### config.mk
export PLATFORM = sky130hd
export DESIGN_NAME = booth_seq_mul
export DESIGN_NICKNAME = d
export VERILOG_FILES = /design/src/rtl/booth_mul_pkg.sv /design/src/rtl/booth_recode.sv /design/src/rtl/booth_step.sv /design/src/rtl/booth_ctrl.sv /design/src/rtl/booth_seq_mul.sv
export SDC_FILE = /design/constraint.sdc
export NUM_CORES = 1
export LEC_CHECK = 0
export CAP_MARGIN = 20
export CORE_MARGIN = 2
export CORE_UTILIZATION = 40
export CTS_CLUSTER_DIAMETER = 80
export DETAILED_ROUTE_END_ITERATION = 16
export PLACE_DENSITY_LB_ADDON = 0.05
export SYNTH_ARGS = -nofsm -noshare
export SYNTH_HDL_FRONTEND = slang
export SYNTH_HIERARCHICAL = 1
export SYNTH_SLANG_ARGS = --single-unit
### constraint.sdc
create_clock -name clk -period 2.9 [get_ports clk]
set_input_delay 0.58 -clock clk [delete_from_list [all_inputs] [get_ports clk]]
set_output_delay 0.58 -clock clk [all_outputs]
set_load 0.01 [all_outputs]
### src/rtl/booth_mul_pkg.sv
// Package: types shared by the Booth multiplier modules.
// Assumes: nothing; holds only the step-operation encoding.
package booth_mul_pkg;
    typedef enum logic [1:0] {
        BOOTH_SKIP = 2'd0,
        BOOTH_ADD  = 2'd1,
        BOOTH_SUB  = 2'd2
    } booth_op_e;
endpackage

### src/rtl/booth_recode.sv
// booth_recode: turns the (current, right-neighbour) multiplier bit pair
// into a Booth step operation. Pair 10 starts a run of ones (subtract),
// pair 01 ends a run (add), and 00 or 11 lie inside a run (skip).
// Assumes: the right-neighbour bit is 0 before the first step.
module booth_recode
    import booth_mul_pkg::*;
(
    input  logic      cur_bit,
    input  logic      right_bit,
    output booth_op_e op
);
    // Decode the bit pair into an operation.
    always_comb begin
        unique case ({cur_bit, right_bit})
            2'b10:   op = BOOTH_SUB;
            2'b01:   op = BOOTH_ADD;
            default: op = BOOTH_SKIP;
        endcase
    end
endmodule

### src/rtl/booth_step.sv
// booth_step: one radix-2 Booth iteration on the {sum, multiplier, prev}
// register. The sum update is formed N+1 bits wide, so the most negative
// multiplicand cannot overflow. The arithmetic right shift then falls out
// of simply dropping the lowest bit of {wide_sum, low}.
// Assumes: acc holds a partial sum that is representable in N bits.
module booth_step
    import booth_mul_pkg::*;
#(
    parameter int N = 8
) (
    input  logic [N-1:0] acc,
    input  logic [N-1:0] low,
    input  logic [N-1:0] mcand,
    input  booth_op_e    op,
    output logic [2*N:0] nxt
);
    localparam int WW = N + 1;

    logic signed [WW-1:0] acc_w;
    logic signed [WW-1:0] mc_w;
    logic signed [WW-1:0] sum_w;

    // Sign-extend both addends and apply the selected operation.
    always_comb begin
        acc_w = {acc[N-1], acc};
        mc_w  = {mcand[N-1], mcand};
        unique case (op)
            BOOTH_ADD: sum_w = acc_w + mc_w;
            BOOTH_SUB: sum_w = acc_w - mc_w;
            default:   sum_w = acc_w;
        endcase
    end

    // Shift right by one with the wide sum's sign as the new top bit.
    assign nxt = {sum_w, low};
endmodule

### src/rtl/booth_ctrl.sv
// booth_ctrl: sequencing for the multiplier. Accepts start only while
// idle, counts N step cycles, then pulses done for a single cycle.
// Assumes: start is synchronous to clk.
module booth_ctrl #(
    parameter int N = 8
) (
    input  logic clk,
    input  logic rst_n,
    input  logic start,
    output logic load,
    output logic step,
    output logic busy,
    output logic done
);
    localparam int CW = $clog2(N + 1);
    localparam logic [CW-1:0] LAST = CW'(N - 1);

    logic [CW-1:0] cnt_q;

    assign load = start && !busy;
    assign step = busy;

    // Run/idle state, step counter and done pulse.
    always_ff @(posedge clk) begin
        if (!rst_n) begin
            busy  <= 1'b0;
            done  <= 1'b0;
            cnt_q <= '0;
        end else begin
            done <= 1'b0;
            if (busy) begin
                if (cnt_q == LAST) begin
                    busy  <= 1'b0;
                    done  <= 1'b1;
                    cnt_q <= '0;
                end else begin
                    cnt_q <= cnt_q + 1'b1;
                end
            end else if (start) begin
                busy  <= 1'b1;
                cnt_q <= '0;
            end
        end
    end
endmodule

### src/rtl/booth_seq_mul.sv
// booth_seq_mul: signed N x N sequential multiplier using radix-2 Booth
// recoding, one multiplier bit per cycle and N cycles per product.
// Assumes: N >= 2; operands are two's complement and sampled at an
// accepted start; product is meaningful only while busy is low.
module booth_seq_mul
    import booth_mul_pkg::*;
#(
    parameter int N = 8
) (
    input  logic             clk,
    input  logic             rst_n,
    input  logic             start,
    input  logic [N-1:0]     mcand,
    input  logic [N-1:0]     mplier,
    output logic [2*N-1:0]   product,
    output logic             busy,
    output logic             done
);
    localparam int RW = 2 * N + 1;

    logic [RW-1:0] work_q;
    logic [N-1:0]  mcand_q;
    logic [RW-1:0] work_nxt;
    logic          load;
    logic          step;
    booth_op_e     op;

    booth_ctrl #(.N(N)) u_ctrl (
        .clk   (clk),
        .rst_n (rst_n),
        .start (start),
        .load  (load),
        .step  (step),
        .busy  (busy),
        .done  (done)
    );

    booth_recode u_recode (
        .cur_bit   (work_q[1]),
        .right_bit (work_q[0]),
        .op        (op)
    );

    booth_step #(.N(N)) u_step (
        .acc   (work_q[RW-1 -: N]),
        .low   (work_q[N:1]),
        .mcand (mcand_q),
        .op    (op),
        .nxt   (work_nxt)
    );

    // Working register: load operands on start, advance one step per cycle.
    always_ff @(posedge clk) begin
        if (!rst_n) begin
            work_q  <= '0;
            mcand_q <= '0;
        end else if (load) begin
            work_q  <= {{N{1'b0}}, mplier, 1'b0};
            mcand_q <= mcand;
        end else if (step) begin
            work_q  <= work_nxt;
        end
    end

    assign product = work_q[RW-1:1];
endmodule

==> results.yml <==
routing:
  vias: 1732
  drtAntennaViolNets: 0
  drcViolationCount: 0
  dr.pass1.iters: 4
  drt_iter0_markers: 48
  wire_per_inst_um: 12.90
  drt-total-wl_um: 4372
  viasPerCell: 5.109
cts:
  ctsLongestPathBuffers: 2
  root_buffer: "clkbuf_8"
  clk_latency_ps: 280
  cts_tree: "done"
  cts_made_buffers: 5
  cts.sinks: 31
  path_clk_slew_ps: 70
  htreeDepth: 2
  holdBufCountCts: 0
global_routing:
  grt_pass1_vias: 1670
  globalRouteOverflowTotal: 0
  grtUsageTotal_pct: 15.40
  antenna_found_initial: 0
  grt_max_degree: 25
  grt_pass1_wl_um: 7610
yosys:
  synth_edf_count: 0
  yosysTopAreaCell: "dfxtp_1"
  ys_dominant_reg_cell: "dfxtp_1"
  async_reset_ff_share_pct: 0
  yosysWarningCount: 6
  ys_seq_area_share_pct: 27.56
  netlist_top_cells_count: "dfxtp_1 (31), buf_4 (25), nor2_1 (20)"
  synth_nets: 282
  yosysTopAreaCellShare_pct: 27.56
  synth.cell_area_um2: 2252
  synth.most_common_cell: "dfxtp_1"
  synth-seq-cells: 31
  synth.distinct_cells: 54
  synth_area_leaders: "dfxtp_1 (28%), mux2i_1 (8.4%), buf_4 (8.3%)"
  avgSynthCellArea_um2: 8.973
  synthCells: 251
setup_path:
  cp.arrival_ps: 2880
  critical_path_buf_inv_count: 2
  worstPathCellList: "and2b_2 -> inv_1 -> ha_2 -> buf_4 -> a21oi_1 -> xnor2_1 -> ha_1 -> or3_1 -> nor3_1 -> nor4_1 -> nand3b_1 -> mux2i_1 -> nor2_1"
  slowest_delay_ps: 380
  rr_endpoint: "work_q[15]"
  rr_worst_depth: 13
  crit_start: "work_q[1]"
  crit_end: "work_q[15]"
  end_kind: "register"
  r2r_start: "work_q[1]"
  critical_path_peak_fanout: 5
  cp_top_family: "simple AND/OR/NAND/NOR gates"
  crit_required_ps: 3060
  cp_slowest_cell: "or3_1"
  critPathKind: "register to register"
  r2r_slack_ps: 170
  start_kind: "register"
  worst-path-stages: 13
timing:
  setup_violations: 0
  drv_slew: 0
  max_freq_mhz: 366.9
  final.period_utilization_pct: 93.98
  finClkSkew_ps: 1.476
  grt_setup_unrepaired: "no"
  hold_viol: 0
  period_needed_ps: 2725
  worst_slack_ps: 174.7
  worst_pin_slew_ps: 679.0
  maxSlewHeadroom_pct: 54.67
  fin_setup_tns_ps: 0
cells_and_area:
  nNetsFinal: 297
  area_delta_synth_final_pct: 16.72
  drive_above_1_share_pct: 14.98
  insertedDiodeCount: 0
  fillerInstances: 560
run_status:
  outcome: "finished, final reports clean"
floorplan:
  row_count: 27
  die_w_um: 79.04
  core_um2: 5473
  initial_core_util_pct: 41.15
  boundaryPins: 37
  dieArea_um2: 6247
  die_h_um: 79.04
flow_run:
  drv_cap: 0
placed_design:
  dp_hpwl_um: 3263
  gp_congestion: 0.7828
  pre_cts_ws_ps: 85.34
  port_buffers: 36
power:
  p_leak_uw: 0.001084
  power.density_nw_per_um2: 504.3
  ir_drop_mv: 0.3243
hold_path:
  hold_path.class: "register to register"
[cells by family (layout without fill, tap and decap cells)]
family                     after synthesis  after routing  share of synthesized area (%)
and+or+nand+nor                         81             81                          21.06
AOI/OAI and AO/OA                       47             47                          14.89
buffers and inverters                   43             59                          12.89
DFF                                     31             31                          27.56
muxes                                   28             28                          13.11
adders and majority gates               12             12                          7.000
xor gates and xnor gates                 9              9                          3.500
[through the flow]
| stage | hold slack (ps) | instance area [µm²] | total power, µW | instances | utilization (%) |
|---|---|---|---|---|---|
| final | 486.5 | 2629 | 1326 | 339 | 48.03 |
| after global routing | 496.8 | 2629 | 1418 | 339 | 48.03 |
| after CTS | 485.2 | 2605 | 1336 | 338 | 47.60 |
| after detailed placement | 463.2 | 2487 | 882.8 | 330 | 45.45 |
| after global placement | 473.5 | 2487 | 884.8 | 330 | 45.45 |
| after floorplan | 430.5 | 2252 | 800.0 | 251 | - |
[state kept, by name, indices dropped and copies added (netlist names)]
name          flops
u_ctrl/cnt_q      4
mcand_q           8
work_q           17
u_ctrl/done       1
u_ctrl/busy       1
[power breakdown]
group          internal [µW]  switching [µW]
clock network            278             164
logic                    214             191
registers                450            29.4
[worst min-delay path by stage]
stage | startpoint | slack (ps) | endpoint | depth (start not counted)
after floorplan | u_ctrl/cnt_q[2] | 430 | u_ctrl/cnt_q[2] | 1
after global placement | u_ctrl/cnt_q[2] | 470 | u_ctrl/cnt_q[2] | 1
after detailed placement | u_ctrl/cnt_q[2] | 460 | u_ctrl/cnt_q[2] | 1
after CTS | u_ctrl/cnt_q[2] | 490 | u_ctrl/cnt_q[2] | 1
after global routing | u_ctrl/cnt_q[2] | 500 | u_ctrl/cnt_q[2] | 1
final | u_ctrl/cnt_q[2] | 490 | u_ctrl/cnt_q[2] | 1
[layout by cell type, fill, tap and decap left out, drive strengths merged, types with 2 or more instances in the layout]
master and count:
a211oi 4, o31ai 3, nor2 20, xnor2 8, a21o 3, inv 8, a21oi 11, mux2i 19
nand2b 11, or3 2, nand3 3, mux2 9, nor4 2, clkbuf 6, nor3 6, nand3b 3
buf 7, clkdlybuf4s50 36, dfxtp 31, o21a 2, nor3b 4, o211a 8, o21ai 7, ha 11
o41ai 2, a31oi 2, nand2 11, nor2b 11
[worst register-to-register path, delay by kind of cell, from the launching register on]
kind / cells / cell delay [ps]
AND/OR/NAND/NOR: 6 / 1140
adder cells (fa/ha/maj): 2 / 480
flip-flops: 1 / 330
buffers and inverters: 2 / 200
AO/OA/AOI/OAI: 1 / 180
XOR/XNOR: 1 / 140
multiplexers: 1 / 130
[area by class of cell]
cell class / count / area [µm²] / area share, %
clock buffer: 6 / 82.58 / 3.141
clock inverter: 2 / 35.03 / 1.333
inverter: 8 / 30.03 / 1.142
multi-input combinational: 177 / 1356 / 51.59
sequential: 31 / 621.8 / 23.66
tap: 72 / 90.09 / 3.427
timing repair buffer: 43 / 412.9 / 15.71
[per-layer routing]
metal / part of all wire [%] / wire length (µm) / track usage [%]
met4: 1.6 / 68 / 5.690
met1: 48 / 2077 / 18.65
met5: 0 / 0 / 0
met2: 46 / 2025 / 25.59
met3: 4.6 / 199 / 4.773
[repair_timing]
| item | 4_1_cts | 5_1_grt |
|---|---|---|
| setup buffers | 0 | 1 |
| gates resized for setup | 0 | 4 |
| endpoints found under the setup margin | 0 | 2 |
No activity file was read; power rests on OpenSTA's default activity.
